## src/rtl/gpio_mask_pkg.sv

```systemverilog
package gpio_mask_pkg;
  localparam int PINS  = 32;
  localparam int HALF  = PINS / 2;
  localparam int AW    = 8;

  localparam logic [AW-1:0] OFF_LVL_LO = 8'h00;
  localparam logic [AW-1:0] OFF_LVL_HI = 8'h04;
  localparam logic [AW-1:0] OFF_DIR_LO = 8'h08;
  localparam logic [AW-1:0] OFF_DIR_HI = 8'h0C;
  localparam logic [AW-1:0] OFF_PORT   = 8'h70;
  localparam logic [AW-1:0] OFF_IDENT  = 8'h78;

  typedef enum logic [2:0] {
    SEL_NONE, SEL_LVL_LO, SEL_LVL_HI, SEL_DIR_LO, SEL_DIR_HI, SEL_PORT, SEL_IDENT
  } regSel_e;

  typedef struct packed {
    logic [3:0] wrHalf;   // one-hot: lvlLo, lvlHi, dirLo, dirHi
    regSel_e    rdSel;
  } ctrlStrobe_t;
endpackage

```

## src/rtl/gpio_mask_ctrl.sv

```systemverilog
module gpio_mask_ctrl
  import gpio_mask_pkg::*;
(
  input  logic          clk,
  input  logic          rst_n,
  input  logic [AW-1:0] busAddr,
  input  logic          busWe,
  output ctrlStrobe_t   strobe
);
  regSel_e sel;

  always_comb begin
    unique case (busAddr)
      OFF_LVL_LO: sel = SEL_LVL_LO;
      OFF_LVL_HI: sel = SEL_LVL_HI;
      OFF_DIR_LO: sel = SEL_DIR_LO;
      OFF_DIR_HI: sel = SEL_DIR_HI;
      OFF_PORT:   sel = SEL_PORT;
      OFF_IDENT:  sel = SEL_IDENT;
      default:    sel = SEL_NONE;
    endcase
  end

  always_comb begin
    strobe.rdSel  = sel;
    strobe.wrHalf = '0;
    if (busWe) begin
      case (sel)
        SEL_LVL_LO: strobe.wrHalf[0] = 1'b1;
        SEL_LVL_HI: strobe.wrHalf[1] = 1'b1;
        SEL_DIR_LO: strobe.wrHalf[2] = 1'b1;
        SEL_DIR_HI: strobe.wrHalf[3] = 1'b1;
        default:    strobe.wrHalf    = '0;
      endcase
    end
  end

  // read-only and unmapped offsets never raise a write strobe
  a_r10_no_strobe_ro: assert property (@(posedge clk) disable iff (!rst_n)
    (busAddr == OFF_PORT || busAddr == OFF_IDENT) |-> strobe.wrHalf == '0);
  a_r4_onehot_strobe: assert property (@(posedge clk) disable iff (!rst_n)
    $onehot0(strobe.wrHalf));
endmodule

```

## src/rtl/gpio_mask_datapath.sv

```systemverilog
module gpio_mask_datapath
  import gpio_mask_pkg::*;
#(
  parameter logic [31:0] VERSION_ID = 32'h0101_157C
)(
  input  logic            clk,
  input  logic            rst_n,
  input  ctrlStrobe_t     strobe,
  input  logic [31:0]     busWdata,
  input  logic [PINS-1:0] padIn,
  output logic [31:0]     busRdata,
  output logic [PINS-1:0] lvlQ,
  output logic [PINS-1:0] dirQ
);
  logic [PINS-1:0] syncA, syncB;
  logic [HALF-1:0] wMask, wVal;

  assign wMask = busWdata[31:HALF];
  assign wVal  = busWdata[HALF-1:0];

  // masked update per halfword; generate over the two halves
  for (genvar h = 0; h < 2; h++) begin : g_half
    always_ff @(posedge clk or negedge rst_n) begin
      if (!rst_n) begin
        lvlQ[h*HALF +: HALF] <= '0;
        dirQ[h*HALF +: HALF] <= '0;
      end else begin
        if (strobe.wrHalf[h])
          lvlQ[h*HALF +: HALF] <= (lvlQ[h*HALF +: HALF] & ~wMask) | (wVal & wMask);
        if (strobe.wrHalf[2+h])
          dirQ[h*HALF +: HALF] <= (dirQ[h*HALF +: HALF] & ~wMask) | (wVal & wMask);
      end
    end
  end

  always_ff @(posedge clk or negedge rst_n) begin
    if (!rst_n) begin
      syncA <= '0;
      syncB <= '0;
    end else begin
      syncA <= padIn;
      syncB <= syncA;
    end
  end

  always_comb begin
    case (strobe.rdSel)
      SEL_LVL_LO: busRdata = {16'h0, lvlQ[HALF-1:0]};
      SEL_LVL_HI: busRdata = {16'h0, lvlQ[PINS-1:HALF]};
      SEL_DIR_LO: busRdata = {16'h0, dirQ[HALF-1:0]};
      SEL_DIR_HI: busRdata = {16'h0, dirQ[PINS-1:HALF]};
      SEL_PORT:   busRdata = syncB;
      SEL_IDENT:  busRdata = VERSION_ID;
      default:    busRdata = '0;
    endcase
  end

  // no write strobe means no state change
  a_r5_hold_state: assert property (@(posedge clk) disable iff (!rst_n)
    (strobe.wrHalf == '0) |=> ($stable(lvlQ) && $stable(dirQ)));
  // unmasked bits of the low level half survive a write
  a_r2_mask_keeps: assert property (@(posedge clk) disable iff (!rst_n)
    (strobe.wrHalf[0] && wMask == '0) |=> $stable(lvlQ));
  // a write to the high level half leaves the low half alone
  a_r3_half_isolate: assert property (@(posedge clk) disable iff (!rst_n)
    strobe.wrHalf[1] |=> $stable(lvlQ[HALF-1:0]));
  // the port word lags the pads by two flops
  a_r8_sync_depth: assert property (@(posedge clk) disable iff (!rst_n)
    $past(rst_n) |=> syncB == $past(padIn, 2));
  // the identifier is nonzero
  initial a_r9_ident_nonzero: assert (VERSION_ID != 32'h0);
endmodule

```

## src/rtl/gpio_mask_bank.sv

```systemverilog
module gpio_mask_bank
  import gpio_mask_pkg::*;
#(
  parameter logic [31:0] VERSION_ID = 32'h0101_157C
)(
  input  logic        clk,
  input  logic        rst_n,
  input  logic [7:0]  busAddr,
  input  logic [31:0] busWdata,
  input  logic        busWe,
  output logic [31:0] busRdata,
  input  logic [31:0] padIn,
  output logic [31:0] padOut,
  output logic [31:0] padOe
);
  ctrlStrobe_t     strobe;
  logic [PINS-1:0] lvlQ, dirQ;

  gpio_mask_ctrl u_ctrl (
    .clk(clk), .rst_n(rst_n), .busAddr(busAddr), .busWe(busWe), .strobe(strobe)
  );

  gpio_mask_datapath #(.VERSION_ID(VERSION_ID)) u_dp (
    .clk(clk), .rst_n(rst_n), .strobe(strobe), .busWdata(busWdata),
    .padIn(padIn), .busRdata(busRdata), .lvlQ(lvlQ), .dirQ(dirQ)
  );

  assign padOut = lvlQ;
  assign padOe  = dirQ;

  // pads are quiet right after reset release
  a_r1_reset_quiet: assert property (@(posedge clk) disable iff (!rst_n)
    !$past(rst_n) |-> (padOe == '0 && padOut == '0));
endmodule

```

## config.mk

```make
export PLATFORM = sky130hd
export DESIGN_NAME = gpio_mask_bank
export DESIGN_NICKNAME = d
export VERILOG_FILES = /design/src/rtl/gpio_mask_pkg.sv /design/src/rtl/gpio_mask_ctrl.sv /design/src/rtl/gpio_mask_datapath.sv /design/src/rtl/gpio_mask_bank.sv
export SDC_FILE = /design/constraint.sdc
export NUM_CORES = 1
export LEC_CHECK = 0
export ABC_CLOCK_PERIOD_IN_PS = 3700
export CAP_MARGIN = 20
export CORE_MARGIN = 8
export CORE_UTILIZATION = 40
export CTS_CLUSTER_DIAMETER = 120
export DETAILED_ROUTE_END_ITERATION = 6
export PLACE_DENSITY = 0.71
export RECOVER_POWER = 100
export SYNTH_ARGS = -nofsm -noshare
export SYNTH_HDL_FRONTEND = slang
export SYNTH_SLANG_ARGS = --single-unit
```

## constraint.sdc

```tcl
create_clock -name clk -period 3.7 [get_ports clk]
set_clock_uncertainty 0.15 [all_clocks]
set_input_delay 0.37 -clock clk [delete_from_list [all_inputs] [get_ports clk]]
set_output_delay 0.37 -clock clk [all_outputs]
set_load 0.1 [all_outputs]
```

**Word level (Yosys, flattened, before mapping)**

Cells that the tools add are included.

- Bits of input ports: 75
- Bits in registers: 128
- Word-level logic and storage cells: 35
- Output and inout port bits: 96

- Bitwise gates (word level): 10
- Reduce and logical (&&, ||, !) cells: 1
- Equality and inequality tests: 11
- Multiplexer cells: 7

Operators with widths:

| cell | number |
|---|---|
| $pmux W32 S6 | 1 |
| $and A16 B16 Y16 | 5 |
| $or A16 B16 Y16 | 4 |
| $pmux W3 S6 | 1 |
| $eq A8 B4 Y1 const B | 2 |
| $eq A8 B7 Y1 const B | 2 |
| $not A16 Y16 | 1 |
| $eq A3 B3 Y1 const B | 3 |
| $eq A8 B3 Y1 const B | 1 |
| $logic_not A8 Y1 | 1 |
| $eq A3 B2 Y1 const B | 2 |
| $mux W1 | 4 |
| $mux W4 | 1 |
| $eq A3 B1 Y1 const B | 1 |

**Longest topological paths before layout**

- Depth in word-level cells: 5
- Depth in mapped cells: 6
- Depth with buffers taken out: 4

**By module**

Synthesis repeated with hierarchy kept, for this count alone.

- Cells, all modules: 395
- Area total of the unflattened synthesis: 5215.0 µm²

Modules (own cells, without submodules):

| module | area each (µm²) | cells each | seq. area each (µm²) | instances |
|---|---|---|---|---|
| gpio_mask_datapath | 5094.9 | 378 | 3203.1 | 1 |
| gpio_mask_ctrl | 120.1 | 17 | 0.0 | 1 |

**Worst setup path before layout**

No wires, ideal clock.

- Path kind: input-to-output
- Start point: input busAddr[7]
- End point: output busRdata[11]
- Arrival time: 3607 ps
- Required time: 3180 ps
- Path buffers: 1
- Slack: -427 ps
- Stages: 4
- Cells stage by stage: or4_4 buf_6 or3_2 o21ai_0

- Longest elaborated chain between the ends: 4
- Elaborated cells on any way between the ends: 14
- Classes of those cells: eq/ne (11); mux (2); reduce/logical (1)

RTL lines:

| element | RTL line | source |
|---|---|---|
| from (decl) | gpio_mask_bank.sv:8 | `input logic [7:0] busAddr,` |
| $eq A8 B7 Y1 (tied with other cells) | gpio_mask_ctrl.sv:13 | `unique case (busAddr)` |
| $pmux W3 S6 * | gpio_mask_ctrl.sv:13 |  |
| $eq A3 B3 Y1 (tied with other cells) | gpio_mask_datapath.sv:47 | `case (strobe.rdSel)` |
| $pmux W32 S6 * | gpio_mask_datapath.sv:47 |  |
| to (decl) | gpio_mask_bank.sv:11 | `output logic [31:0] busRdata,` |

Mark *: on every way between the ends. The rest lies on a longest branch, timed or not.

**Worst setup path in the final report**

- Start point: input busAddr[2]
- End point: output busRdata[24]

The elaborated chain is that of the path after synthesis.

==> metrics.txt <==
# TYPE chip_impl_metric gauge
chip_impl_info{name="global_route_hottest_layer",value="met2"} 1
chip_impl_metric{name="synth_cell_type_count",unit=""} 37
chip_impl_metric{name="die_area",unit="um^2"} 17000
chip_impl_metric{name="grt_met2_usage",unit="%"} 31.4
chip_impl_metric{name="maximum_number_of_pins_on_one_net_before_global_route_repair",unit=""} 90
chip_impl_info{name="setup.worst_path.class",value="in -> out"} 1
chip_impl_info{name="worstHoldEndpoint",value="u_dp.syncB[0]$_DFF_PN0_"} 1
chip_impl_metric{name="globalRouteOverflowTotal",unit=""} 0
chip_impl_metric{name="sequential_fraction_of_the_synthesis_area",unit="%"} 61.4
chip_impl_metric{name="grt.total_usage",unit="%"} 18.8
chip_impl_info{name="clk_root_buffer_cell",value="clkbuf_16"} 1
chip_impl_info{name="hold_path.startpoint",value="u_dp.syncA[0]$_DFF_PN0_"} 1
chip_impl_metric{name="standard_cell_core_area",unit="um^2"} 12700
chip_impl_metric{name="finalCritPeriodShare",unit="%"} 90.5
chip_impl_metric{name="worst_slack",unit="ps"} 350
chip_impl_metric{name="num_rows",unit=""} 41
chip_impl_metric{name="fillCellCount",unit=""} 975
chip_impl_metric{name="detail_route.first_pass.iterations",unit=""} 4
chip_impl_info{name="timing.critical_path.cells",value="dlygate4sd3_1 -> or3_1 -> nand2b_1 -> nor2_1 -> dlymetal6s2s_1"} 1
chip_impl_info{name="hp-class",value="reg -> reg"} 1
chip_impl_metric{name="async_flop_share",unit="%"} 100
chip_impl_metric{name="numPortBuffers",unit=""} 170
chip_impl_info{name="cts_tree",value="built"} 1
chip_impl_metric{name="timing.max_slew.rel_slack",unit="%"} -48.9
chip_impl_metric{name="period_minus_slack",unit="ps"} 3350
chip_impl_metric{name="first_global_vias",unit=""} 4185
chip_impl_metric{name="dr_total_vias",unit=""} 3883
chip_impl_metric{name="synth.yosys.warnings",unit=""} 0
chip_impl_metric{name="wire_length_of_the_first_global_routing_pass",unit="um"} 23400
chip_impl_metric{name="fp.dieH",unit="um"} 130
chip_impl_metric{name="layout-area-overhead-vs-synth",unit="%"} 51.9
chip_impl_metric{name="reg2regPathDepth",unit=""} 1
chip_impl_metric{name="grt_antenna_before_repair",unit=""} 0
chip_impl_metric{name="ios",unit=""} 171
chip_impl_info{name="yosys_most_used_dff",value="dfrtp_1"} 1
chip_impl_metric{name="via_per_inst",unit=""} 5.11
chip_impl_metric{name="fin_cells",unit=""} 760
chip_impl_metric{name="hpwlAfterDp",unit="um"} 10900
chip_impl_metric{name="critical_path.max_fanout",unit=""} 8
chip_impl_metric{name="timing_worst_slew_pin_value",unit="ps"} 2230
chip_impl_info{name="final_cell_mix",value="128 x dfrtp_1, 98 x dlygate4sd3_1, 56 x nand3_1, 46 x mux2_2, 38 x clkdlybuf4s50_1"} 1
chip_impl_metric{name="wl_per_cell",unit="um"} 20.1
chip_impl_info{name="final_common_cell",value="dfrtp_1"} 1
chip_impl_metric{name="use_met3",unit="%"} 6.00
chip_impl_metric{name="initial_core_util",unit="%"} 41.2
chip_impl_metric{name="postSynthAreaPerCell",unit="um^2"} 13.4
chip_impl_info{name="timing.critical_path.slowest_stage_cell",value="dlymetal6s2s_1"} 1
chip_impl_metric{name="postRouteWirelength",unit="um"} 15300
chip_impl_metric{name="postCtsSetupRepairBufs",unit=""} 0
chip_impl_metric{name="slew_limit_fails",unit=""} 45
chip_impl_metric{name="totalNegativeSetupSlack",unit="ps"} 0
chip_impl_metric{name="timing.critical_path.slowest_cell_delay",unit="ps"} 770
chip_impl_metric{name="cellPowerDensity",unit="nW/um^2"} 459
chip_impl_metric{name="power.leakage",unit="nW"} 3.68
chip_impl_metric{name="die-width",unit="um"} 130
chip_impl_info{name="status",value="finished, violations left"} 1
chip_impl_metric{name="cts.htree.levels",unit=""} 4
chip_impl_metric{name="place_inst",unit=""} 725
chip_impl_metric{name="worst_ep_arrival_time",unit="ps"} 2830
chip_impl_metric{name="setup_viol",unit=""} 0
chip_impl_metric{name="setup.reg_to_reg.worst_slack",unit="ps"} 2720
chip_impl_info{name="start_kind",value="input pin"} 1
chip_impl_info{name="grt_setup_unrepaired",value="false"} 1
chip_impl_metric{name="synth_edf_count",unit=""} 0
chip_impl_metric{name="final_hold_viol_count",unit=""} 0
chip_impl_metric{name="synth_fp_nets",unit=""} 464
chip_impl_metric{name="clock_latency",unit="ps"} 420
chip_impl_metric{name="timing.max_cap.violations",unit=""} 2
chip_impl_metric{name="route.antenna.remaining_nets",unit=""} 0
chip_impl_metric{name="ys_seq_elements",unit=""} 128
chip_impl_metric{name="nNetsFinal",unit=""} 649
chip_impl_metric{name="drt-initial-drc-count",unit=""} 184
chip_impl_metric{name="clkSlewWorstSetupHoldPaths",unit="ps"} 50
chip_impl_metric{name="timing.critical_path.required",unit="ps"} 3180
chip_impl_metric{name="syn_inst",unit=""} 389
chip_impl_metric{name="fmax",unit="MHz"} 299
chip_impl_metric{name="layout-drive-gt1-share",unit="%"} 23.2
chip_impl_metric{name="number_of_sinks_driven_by_the_clock_tree",unit=""} 128
chip_impl_info{name="failed_checks",value="max-capacitance violations, max-slew violations"} 1
chip_impl_metric{name="place_congestion",unit=""} 0.792
chip_impl_metric{name="grt.met1_usage",unit="%"} 21.3
chip_impl_metric{name="detail_route.drc_violations",unit=""} 0
chip_impl_metric{name="cts-buffers-inserted",unit=""} 17
chip_impl_metric{name="mappedNetlistArea",unit="um^2"} 5220
chip_impl_metric{name="dp_worst_setup_slack",unit="ps"} 601
chip_impl_metric{name="worstHoldPathCells",unit=""} 0
chip_impl_metric{name="buffer_levels_on_the_longest_clock_path",unit=""} 2
chip_impl_metric{name="power.ir.vdd_worst",unit="mV"} 0.533
chip_impl_info{name="crit_end_category",value="output pin"} 1
critical path: cells and delay by family:
kind,cells,cell delay [ps]
buffers and inverters,2,1340
and+or+nand+nor,3,1110
cell usage after synthesis (all sizes together), types with 5 or more instances:
master,count,area [um^2]
a22oi,7,52.6
nor3,6,63.8
mux2i,6,60.1
and2,14,87.6
dfrtp,128,3200
clkbuf,11,41.3
nand2,29,119
nand3,56,280
buf,10,76.3
mux4,5,113
a22o,5,43.8
o211ai,6,45.0
mux2,67,796
nor2,11,41.3
o21ai,10,50.1
kinds of logic (layout without fill, tap and decap cells):
logic type             Yosys count  in the layout  share of synthesized area [%]
flip-flops                     128            128                           61.4
buffers and inverters           23            221                           2.40
AO/OA/AOI/OAI                   35             35                           4.65
AND/OR/NAND/NOR                125            125                           13.0
other                            0              1                              0
multiplexers                    78             78                           18.6
layout make-up:
type                            instances  area [um^2]  area share (%)
Clock inverter                         14          201            2.54
Sequential cell                       128         3200            40.4
Timing Repair Buffer                  187         2060            26.0
Multi-Input combinational cell        238         1810            22.8
Antenna cell                            1         2.50          0.0316
Clock buffer                           18          429            5.42
Inverter                                2         7.51          0.0947
Tap cell                              172          215            2.72
how the worst max path moves through the flow:
stage	start	end	slack [ps]
after floorplan	busAddr[7]	busRdata[11]	-430
after global placement	busAddr[7]	busRdata[14]	640
after detailed placement	busAddr[7]	busRdata[14]	600
after CTS	busAddr[7]	busRdata[14]	590
after global routing	busAddr[2]	busRdata[11]	270
final	busAddr[2]	busRdata[24]	350
routing by layer:
metal,share of wire [%],vias to the layer above,wire length [um]
met5,0,-,0
met4,2.9,0,446
met3,7.5,29,1140
met2,51,152,7720
met1,39,1928,5950
li1,-,1774,-
power by group:
part | internal (mW) | switching [mW] | total [mW]
clock network | 1.14 | 0.642 | 1.78
logic | 0.122 | 0.253 | 0.375
registers | 1.45 | 0.0236 | 1.48
per-stage QoR:
stage / util (%) / hold slack [ps] / area [um^2] / total power [mW]
floorplan: - / -75.6 / 5220 / 1.71
CTS: 64.0 / 58.8 / 8100 / 3.69
global placement: 59.0 / 182 / 7470 / 1.89
finish: 62.5 / 196 / 7930 / 3.63
detailed placement: 59.0 / 185 / 7470 / 1.90
global route: 62.5 / 201 / 7920 / 3.75
repair_timing:
action / in CTS / in global routing
hold buffers: 0 / 1
hold endpoints to repair: 0 / 39
resized for setup: 0 / 0
No activity file was read; power rests on OpenSTA's default activity.
